### config.mk
export PLATFORM = sky130hd
export DESIGN_NAME = chgirq_msg_agg
export DESIGN_NICKNAME = d
export VERILOG_FILES = /design/src/rtl/chgirq_pkg.sv /design/src/rtl/chgirq_datapath.sv /design/src/rtl/chgirq_ctrl.sv /design/src/rtl/chgirq_msg_agg.sv
export SDC_FILE = /design/constraint.sdc
export NUM_CORES = 1
export LEC_CHECK = 0
export BUFFER_PORTS_ARGS = -buffer_cell sky130_fd_sc_hd__buf_2
export CORE_MARGIN = 1
export CORE_UTILIZATION = 46
export DETAILED_ROUTE_END_ITERATION = 12
export PLACE_DENSITY = 0.75
export SLEW_MARGIN = 10
export SYNTH_ARGS = -nofsm -noshare
export SYNTH_HDL_FRONTEND = slang
export SYNTH_SLANG_ARGS = --single-unit
### constraint.sdc
create_clock -name clk -period 1.7 [get_ports clk]
set_input_delay 0 -clock clk [delete_from_list [all_inputs] [get_ports clk]]
set_output_delay 0 -clock clk [all_outputs]
set_load 0.03 [all_outputs]
### src/rtl/chgirq_pkg.sv
package chgirq_pkg;
  localparam int unsigned IRQ_W     = 11;
  localparam int unsigned ADDR_W    = 12;
  localparam int unsigned DATA_W    = 32;
  localparam int unsigned MSG_BITS  = 5;
  localparam logic [IRQ_W-1:0] IMPL_MASK = 11'h5FF;

  localparam logic [ADDR_W-1:0] OFF_TGT  = 12'h004;
  localparam logic [ADDR_W-1:0] OFF_REQ  = 12'h00C;
  localparam logic [ADDR_W-1:0] OFF_MASK = 12'h018;
  localparam logic [ADDR_W-1:0] OFF_PEND = 12'h01C;
  localparam logic [ADDR_W-1:0] OFF_LVL  = 12'h028;

  typedef struct packed {
    logic loadMsg;
    logic dropMsg;
  } msgStrobe_t;

  typedef enum logic [1:0] {
    ST_IDLE  = 2'd0,
    ST_SEND  = 2'd1,
    ST_REARM = 2'd2
  } msgState_t;
endpackage

### src/rtl/chgirq_datapath.sv
module chgirq_datapath
  import chgirq_pkg::*;
#(
  parameter int unsigned NIRQ   = IRQ_W,
  parameter int unsigned AW     = ADDR_W,
  parameter int unsigned DW     = DATA_W,
  parameter int unsigned LOWB   = MSG_BITS,
  parameter logic [NIRQ-1:0] IMPL = IMPL_MASK
) (
  input  logic            clk,
  input  logic            rstN,
  input  logic [NIRQ-1:0] irqIn,
  input  logic            regWrEn,
  input  logic            regRdEn,
  input  logic [AW-1:0]   regAddr,
  input  logic [DW-1:0]   regWrData,
  output logic [DW-1:0]   regRdData,
  input  msgStrobe_t      strobe,
  output logic            evtAny,
  output logic [DW-1:0]   msgAddr,
  output logic [DW-1:0]   msgData
);
  localparam int unsigned PADW = DW - NIRQ;
  localparam logic [DW-1:0] LOW_MASK = {{(DW-LOWB){1'b0}}, {LOWB{1'b1}}};

  logic [NIRQ-1:0] syncA, syncB, syncPrev;
  logic [NIRQ-1:0] maskQ, pendQ, changeEvt, clrVec;
  logic [DW-1:0]   tgtQ, msgAddrQ, msgDataQ;
  logic            wrMask, wrTgt, rdReq, rdPend;

  // two-flop synchronizer plus one history stage for change detection
  always_ff @(posedge clk) begin
    if (!rstN) begin
      syncA    <= '0;
      syncB    <= '0;
      syncPrev <= '0;
    end else begin
      syncA    <= irqIn;
      syncB    <= syncA;
      syncPrev <= syncB;
    end
  end

  assign changeEvt = (syncB ^ syncPrev) & maskQ;
  assign evtAny    = |changeEvt;

  assign wrMask = regWrEn && (regAddr == OFF_MASK);
  assign wrTgt  = regWrEn && (regAddr == OFF_TGT);
  assign rdReq  = regRdEn && (regAddr == OFF_REQ);
  assign rdPend = regRdEn && (regAddr == OFF_PEND);

  assign clrVec = ({NIRQ{rdReq}} & IMPL) | {NIRQ{rdPend}};

  always_ff @(posedge clk) begin
    if (!rstN) begin
      maskQ <= '0;
      tgtQ  <= '0;
    end else begin
      if (wrMask) maskQ <= regWrData[NIRQ-1:0];
      if (wrTgt)  tgtQ  <= regWrData;
    end
  end

  // one pending cell per line; a new event wins over a clearing read
  for (genvar i = 0; i < NIRQ; i++) begin : g_pend
    logic bitQ;
    always_ff @(posedge clk) begin
      if (!rstN) bitQ <= 1'b0;
      else       bitQ <= (bitQ & ~clrVec[i]) | changeEvt[i];
    end
    assign pendQ[i] = bitQ;
  end

  // message word capture, held until the controller drops it
  always_ff @(posedge clk) begin
    if (!rstN) begin
      msgAddrQ <= '0;
      msgDataQ <= '0;
    end else if (strobe.loadMsg) begin
      msgAddrQ <= tgtQ & ~LOW_MASK;
      msgDataQ <= tgtQ & LOW_MASK;
    end else if (strobe.dropMsg) begin
      msgAddrQ <= '0;
      msgDataQ <= '0;
    end
  end

  assign msgAddr = msgAddrQ;
  assign msgData = msgDataQ;

  always_comb begin
    regRdData = '0;
    if (regRdEn) begin
      case (regAddr)
        OFF_TGT:  regRdData = tgtQ;
        OFF_REQ:  regRdData = {{PADW{1'b0}}, pendQ & IMPL};
        OFF_MASK: regRdData = {{PADW{1'b0}}, maskQ};
        OFF_PEND: regRdData = {{PADW{1'b0}}, pendQ};
        OFF_LVL:  regRdData = {{PADW{1'b0}}, syncB};
        default:  regRdData = '0;
      endcase
    end
  end

  // a newly set pending bit must have been enabled in the cycle before
  a_r3_mask_gates: assert property (@(posedge clk) disable iff (!rstN)
    1'b1 |=> ((pendQ & ~$past(pendQ) & ~$past(maskQ)) == '0));

  // after a pending read only events of that same cycle survive
  a_r5_pend_cleared: assert property (@(posedge clk) disable iff (!rstN)
    rdPend |=> ((pendQ & ~$past(changeEvt)) == '0));

  // unimplemented request bits read zero
  a_r4_bit9_zero: assert property (@(posedge clk) disable iff (!rstN)
    rdReq |-> ((regRdData[NIRQ-1:0] & ~IMPL) == '0));
endmodule

### src/rtl/chgirq_ctrl.sv
module chgirq_ctrl
  import chgirq_pkg::*;
(
  input  logic       clk,
  input  logic       rstN,
  input  logic       evtAny,
  input  logic       msgAck,
  output logic       msgValid,
  output msgStrobe_t strobe
);
  msgState_t stateQ, stateN;
  logic      extraQ, extraN;

  always_comb begin
    stateN = stateQ;
    extraN = extraQ;
    strobe = '0;
    case (stateQ)
      ST_IDLE: begin
        if (evtAny) begin
          stateN         = ST_SEND;
          strobe.loadMsg = 1'b1;
        end
      end
      ST_SEND: begin
        if (msgAck) begin
          strobe.dropMsg = 1'b1;
          extraN         = 1'b0;
          stateN         = (extraQ || evtAny) ? ST_REARM : ST_IDLE;
        end else if (evtAny) begin
          extraN = 1'b1;
        end
      end
      ST_REARM: begin
        stateN         = ST_SEND;
        strobe.loadMsg = 1'b1;
      end
      default: stateN = ST_IDLE;
    endcase
  end

  always_ff @(posedge clk) begin
    if (!rstN) begin
      stateQ <= ST_IDLE;
      extraQ <= 1'b0;
    end else begin
      stateQ <= stateN;
      extraQ <= extraN;
    end
  end

  assign msgValid = (stateQ == ST_SEND);

  // a request only ends through an acknowledge
  a_r8_fall_needs_ack: assert property (@(posedge clk) disable iff (!rstN)
    $fell(msgValid) |-> $past(msgAck));

  // an acknowledged request is followed by a low cycle
  a_r8_gap_after_ack: assert property (@(posedge clk) disable iff (!rstN)
    (msgValid && msgAck) |=> !msgValid);
endmodule

### src/rtl/chgirq_msg_agg.sv
module chgirq_msg_agg
  import chgirq_pkg::*;
#(
  parameter int unsigned NIRQ = IRQ_W,
  parameter int unsigned AW   = ADDR_W,
  parameter int unsigned DW   = DATA_W,
  parameter int unsigned LOWB = MSG_BITS
) (
  input  logic            clk,
  input  logic            rstN,
  input  logic [NIRQ-1:0] irqIn,
  input  logic            regWrEn,
  input  logic            regRdEn,
  input  logic [AW-1:0]   regAddr,
  input  logic [DW-1:0]   regWrData,
  output logic [DW-1:0]   regRdData,
  output logic            msgValid,
  output logic [DW-1:0]   msgAddr,
  output logic [DW-1:0]   msgData,
  input  logic            msgAck
);
  msgStrobe_t strobe;
  logic       evtAny;

  chgirq_datapath #(
    .NIRQ(NIRQ), .AW(AW), .DW(DW), .LOWB(LOWB), .IMPL(IMPL_MASK)
  ) u_dp (
    .clk(clk), .rstN(rstN), .irqIn(irqIn),
    .regWrEn(regWrEn), .regRdEn(regRdEn), .regAddr(regAddr),
    .regWrData(regWrData), .regRdData(regRdData),
    .strobe(strobe), .evtAny(evtAny),
    .msgAddr(msgAddr), .msgData(msgData)
  );

  chgirq_ctrl u_ctrl (
    .clk(clk), .rstN(rstN), .evtAny(evtAny), .msgAck(msgAck),
    .msgValid(msgValid), .strobe(strobe)
  );

  // the request and its payload stay put until acknowledged
  a_r7_hold_until_ack: assert property (@(posedge clk) disable iff (!rstN)
    (msgValid && !msgAck) |=> (msgValid && $stable(msgAddr) && $stable(msgData)));
endmodule

Yosys cells after proc, flatten, opt, wreduce, memory -nomap -nowiden

Cells that the tools add are included.

Bits in registers: 122
Latch bits: 0
RAM bits: 0
Bits in read-only memories: 0
Bits of input ports: 60
Output and inout bits: 97
Word-level logic and storage cells: 92
Memories kept: 0

$add $sub $neg: 0
Multipliers: 0
Div/mod/pow operators: 0
Order comparisons: 0
Equal/unequal tests: 9
Shift-type cells: 0
Mux-type cells: 16
Bitwise operators: 36
Reductions and logical operators: 11

Operators with widths:

| kind                                           | count |
|---|---|
| case mux 32 bit (5 select lines)               | 1 |
| 2-to-1 mux 32 bit                              | 3 |
| == test 12 x 5 -> 1 bit, second input constant | 2 |
| == test 12 x 3 -> 1 bit, second input constant | 1 |
| == test 12 x 4 -> 1 bit, second input constant | 1 |
| == test 12 x 6 -> 1 bit, second input constant | 1 |
| AND 1 bit                                      | 11 |
| AND 11 bit                                     | 1 |
| NOT 1 bit                                      | 11 |
| bitwise OR 1 bit                               | 11 |
| bitwise OR 11 bit                              | 1 |
| OR reduction 11 bit                            | 1 |
| bitwise XOR 11 bit                             | 1 |
| 2-to-1 mux 5 bit                               | 2 |
| 2-to-1 mux 2 bit                               | 3 |
| case mux 2 bit (3 select lines)                | 1 |
| 2-to-1 mux 1 bit                               | 5 |
| logical AND 1 bit                              | 4 |
| != test 2 x 1 -> 1 bit, second input constant  | 2 |
| AND reduction 2 bit                            | 2 |
| nonzero test 2 bit                             | 2 |
| == test 2 x 1 -> 1 bit, second input constant  | 1 |
| == test 2 bit, second input constant           | 1 |
| zero test 2 bit                                | 1 |
| 2 further kinds                                | 2 |

Depth between registers and ports, before layout

Depth after elaboration: 7
Gate-level depth with buffers: 7
Mapped depth without buffers: 5

Modules after synthesis

A second synthesis with hierarchy kept.

Cells, all modules: 583
Area, all modules: 5250.0 um^2

By module, submodules not included:

| module          | times used | cells an instance | area each (um^2) | seq. area each (um^2) |
|---|---|---|---|---|
| chgirq_datapath | 1          | 569               | 5117.4           | 2382.3 |
| chgirq_ctrl     | 1          | 14                | 132.6            | 60.1 |

Least setup slack after synthesis

No wires, ideal clock.

Kind: register to register
From: reg u_dp.syncB[7]
To: reg u_dp.msgAddrQ[10], in the netlist u_dp.msgAddr[10]
Data arrival time: 1583 ps
Required time: 1583 ps
Path slack: 0 ps
Cell stages (with the launch flop): 7
Buffers on the path: 1
Period minus slack after synthesis: 1700 ps
Cell sequence: dfxtp_1 xor2_1 a22oi_1 nand4_1 o311a_1 clkbuf_1 a22o_1

Longest elaborated chain between the ends: 6
Elaborated cells between the ends (all ways): 7
Those cells by class: 3 x mux; 2 x bitwise; 2 x reduce/logical

Ends and longest elaborated chain:

| element                                                        | RTL line              | source |
|---|---|---|
| start: declaration                                             | chgirq_datapath.sv:26 | `logic [NIRQ-1:0] syncA, syncB, syncPrev;` |
| start signal: assignment                                       | chgirq_datapath.sv:39 | `syncB <= syncA;` |
| bitwise XOR 11 bit *                                           | chgirq_datapath.sv:44 | `assign changeEvt = (syncB ^ syncPrev) & maskQ;` |
| AND 11 bit *                                                   | chgirq_datapath.sv:44 |  |
| OR reduction 11 bit *                                          | chgirq_datapath.sv:45 | `assign evtAny = \|changeEvt;` |
| 2-to-1 mux 1 bit *                                             | chgirq_ctrl.sv:20     | `if (evtAny) begin` |
| case mux 1 bit (2 select lines) *                              | chgirq_ctrl.sv:18     | `case (stateQ)` |
| 2-to-1 mux 32 bit / nonzero test 2 bit (equally long branches) | n/a                   |  |
| end signal: assignment                                         | chgirq_datapath.sv:80 | `msgAddrQ <= tgtQ & ~LOW_MASK;` |
| end: declaration                                               | chgirq_datapath.sv:28 | `logic [DW-1:0] tgtQ, msgAddrQ, msgDataQ;` |

Mark *: on every way between the ends. The rest lies on a longest branch, timed or not.
A chain may end at the register's enable or synchronous reset.

Worst setup path after layout

From: reg u_dp.syncPrev[0]
To: reg u_dp.msgAddrQ[13], in the netlist u_dp.msgAddr[13]

Longest elaborated chain between the ends: 6
Elaborated cells between the ends (all ways): 7
Those cells by class: 3 x mux; 2 x bitwise; 2 x reduce/logical

Ends and longest elaborated chain:

| element                                                        | RTL line              | source |
|---|---|---|
| start: declaration                                             | chgirq_datapath.sv:26 |  |
| start signal: assignment                                       | chgirq_datapath.sv:40 | `syncPrev <= syncB;` |
| bitwise XOR 11 bit *                                           | chgirq_datapath.sv:44 |  |
| AND 11 bit *                                                   | chgirq_datapath.sv:44 |  |
| OR reduction 11 bit *                                          | chgirq_datapath.sv:45 |  |
| 2-to-1 mux 1 bit *                                             | chgirq_ctrl.sv:20     |  |
| case mux 1 bit (2 select lines) *                              | chgirq_ctrl.sv:18     |  |
| 2-to-1 mux 32 bit / nonzero test 2 bit (equally long branches) | n/a                   |  |

Marks and branches as above.

==> impl_metrics.csv <==
group,metric,value,unit
detailed_routing,wire_per_inst,15.7,um
power_and_ir_drop,p_total,6.53,mW
logic_synthesis,synth_area,5100,um2
critical_path,crit_start,"u_dp.syncPrev[0]",
global_route,grt_pass1_vias,4212,
logic_synthesis,synth_top_area_frac,0.479,
place,dpl.hpwl,8.42,mm
place,placedCellCount,802,
clocking,cts_buffers,17,
detailed_routing,vias,4565,
finish,nets,803,
sta,period_share,1.08,
critical_path,r2r-start,"u_dp.syncPrev[0]",
clocking,clockBufferDepth,2,
critical_path,regToRegSetupSlack,-140,ps
logic_synthesis,ys_warn_count,0,
detailed_routing,viasPerCell,5.11,
floorplan,die_x,107,um
sta,fin_crit,1840,ps
global_route,track_usage,0.228,
sta,rsz0062_at_grt,"yes",
min_path,holdCritStartpoint,"regAddr[3]",
detailed_routing,route.detailed.drc,1,
floorplan,die_area,11500,um2
min_path,min_path_type,"in2reg",
sta,clock_skew,7.71,ps
power_and_ir_drop,p_per_area,895,nW/um2
finish,final_cell_mix,"dfxtp_1 (113), buf_2 (111), nand2_1 (83)",
critical_path,path_max_fanout,16,
clocking,clk_latency,510,ps
logic_synthesis,synth.distinct_cells,38,
sta,fmax,0.544,GHz
critical_path,start_kind,"register",
global_route,grt-ovfl-total,0,
finish,drive_gt1_frac,0.318,
logic_synthesis,avgSynthCellArea,9.35,um2
clocking,cts-root-buf,"clkbuf_8",
logic_synthesis,synthTopCellsByArea,"dfxtp_1 (48%), and2_1 (6.6%), nand2_1 (6.2%)",
finish,mostFrequentLayoutCell,"dfxtp_1",
sta,hold_viol,0,
sta,slew_violations,0,
clocking,cts_tree,"built",
critical_path,critical_path_class,"reg2reg",
logic_synthesis,synthFlopType,"dfxtp_1",
floorplan,die_h,107,um
critical_path,worstPathRequired,2100,ps
clocking,clkTransAtPathRegs,60,ps
global_route,antenna_found_initial,0,
critical_path,worstPathArrival,2240,ps
finish,layout.cells.non_filler,894,
run_status,failed_checks,"DRC, setup timing",
clocking,htreeDepth,4,
detailed_routing,totalWireLength,14.0,mm
logic_synthesis,yosys_register_bits,122,
run_status,status,"finished, violations left",
sta,setup_tns,-3680,ps
logic_synthesis,ys_seq_area_frac,0.479,
logic_synthesis,yosys.area.top_type,"dfxtp_1",
place,numPortBuffers,124,
place,post-place-ws,-84.9,ps
detailed_routing,ant_nets,0,
sta,final.setup.worst_slack,-138,ps
power_and_ir_drop,p_leak,3.15,nW
floorplan,core,10800,um2
global_route,grt_pass1_wl,20.3,mm
global_route,grt_max_degree,80,
critical_path,endpoint_kind,"register",
power_and_ir_drop,ir_drop,849,uV
detailed_routing,drtIter0Drc,295,
logic_synthesis,synthArstFlopShare,0,
finish,antenna_cells,0,
logic_synthesis,synth_edf_count,0,
detailed_routing,dr.pass1.iters,9,
floorplan,io-pin-count,157,
place,routabilityCongestion,0.822,
logic_synthesis,netlist_instances,546,
sta,setup_violations,34,
finish,syn2layout_area_growth,43.1,%
finish,nFillCells,805,
clocking,clkSinkCount,122,
floorplan,rows,38,
job,cap_violations,0,
floorplan,initial_utilization,0.471,
-- worst max-delay path, stage by stage, from the launching register on --
cell     delay, ps
dfxtp_2        320
xor2_1         170
a22oi_1        210
nand4_1        200
o311a_4        400
buf_12         170
a22o_1         240
-- cell usage after synthesis, types with 10 or more instances --
master    instances
a21boi_2         10
and2_1           54
nand2_2          10
clkbuf_1         29
a21boi_1         24
xor2_1           11
nor2_1           14
nand2_1          84
buf_4            34
a21boi_0         11
a21oi_1          12
nor2b_1          12
nor3b_1          11
dfxtp_1         122
o22a_1           11
a22oi_1          25
a22o_1           32
-- report_power, final --
part	internal (mW)	switching [mW]	total [mW]	leakage, nW
combinational	0.200	0.257	0.457	1.90
sequential	2.89	0.0144	2.91	0.992
clock	1.98	1.19	3.17	0.259
total	5.07	1.46	6.53	3.15
-- final timing paths --
path / to / cells past startpoint
max reg2reg: u_dp.msgAddr[13] / 6
min reg2reg: u_dp.syncB[4] / 1
max: u_dp.msgAddr[13] / 6
min: u_dp.g_pend[9].bitQ / 4
-- state kept, by name, summed over array words and instances, names as in the netlist --
register,flops
u_dp.tgtQ,32
u_dp.msgAddr,27
u_dp.g_pend.bitQ,11
u_dp.maskQ,11
u_dp.syncA,11
u_dp.syncB,11
u_dp.syncPrev,11
u_dp.msgData,5
u_ctrl.stateQ,2
u_ctrl.extraQ,1
-- cell families (layout without fill, tap and decap cells) --
group	Yosys count	after routing	synth area share
xor+xnor	11	11	0.0189
compound gates	135	135	0.211
flops	122	122	0.479
simple gates	203	203	0.205
other cells	1	32	0.000735
buf+inv	74	251	0.0856
-- routing by layer --
metal | global-route usage | wire length, um | vias up
li1 | - | - | 2196
met1 | 0.273 | 6140 | 2164
met2 | 0.389 | 6880 | 190
met3 | 0.0696 | 865 | 15
met4 | 0.0744 | 134 | 0
met5 | 0 | 0 | -
-- cell type report --
type | instances | area (um2) | area share
well taps | 140 | 175 | 0.0240
inverters | 4 | 15.0 | 0.00206
clock buffers | 21 | 449 | 0.0615
multi-input cells | 381 | 2490 | 0.341
clock inverters | 9 | 75.1 | 0.0103
flip-flops and latches | 122 | 2450 | 0.336
repair buffers | 217 | 1650 | 0.225
-- per-stage QoR --
stage	utilization	area (um2)	hold slack (ps)
2_1_floorplan	-	5220	127
6_report	0.674	7300	56.9
3_3_place_gp	0.546	5920	205
3_5_place_dp	0.546	5920	210
5_1_grt	0.674	7300	80.7
4_1_cts	0.651	7060	31.8
-- timing repair --
action                     CTS  global route
hold buffers                56             0
setup endpoints to repair   43            76
pin swaps                    0             2
cloned                       0             5
gates resized for setup     13            44
setup buffers                0             1
hold endpoints to repair    58             0
No activity file was read; power rests on OpenSTA's default activity.
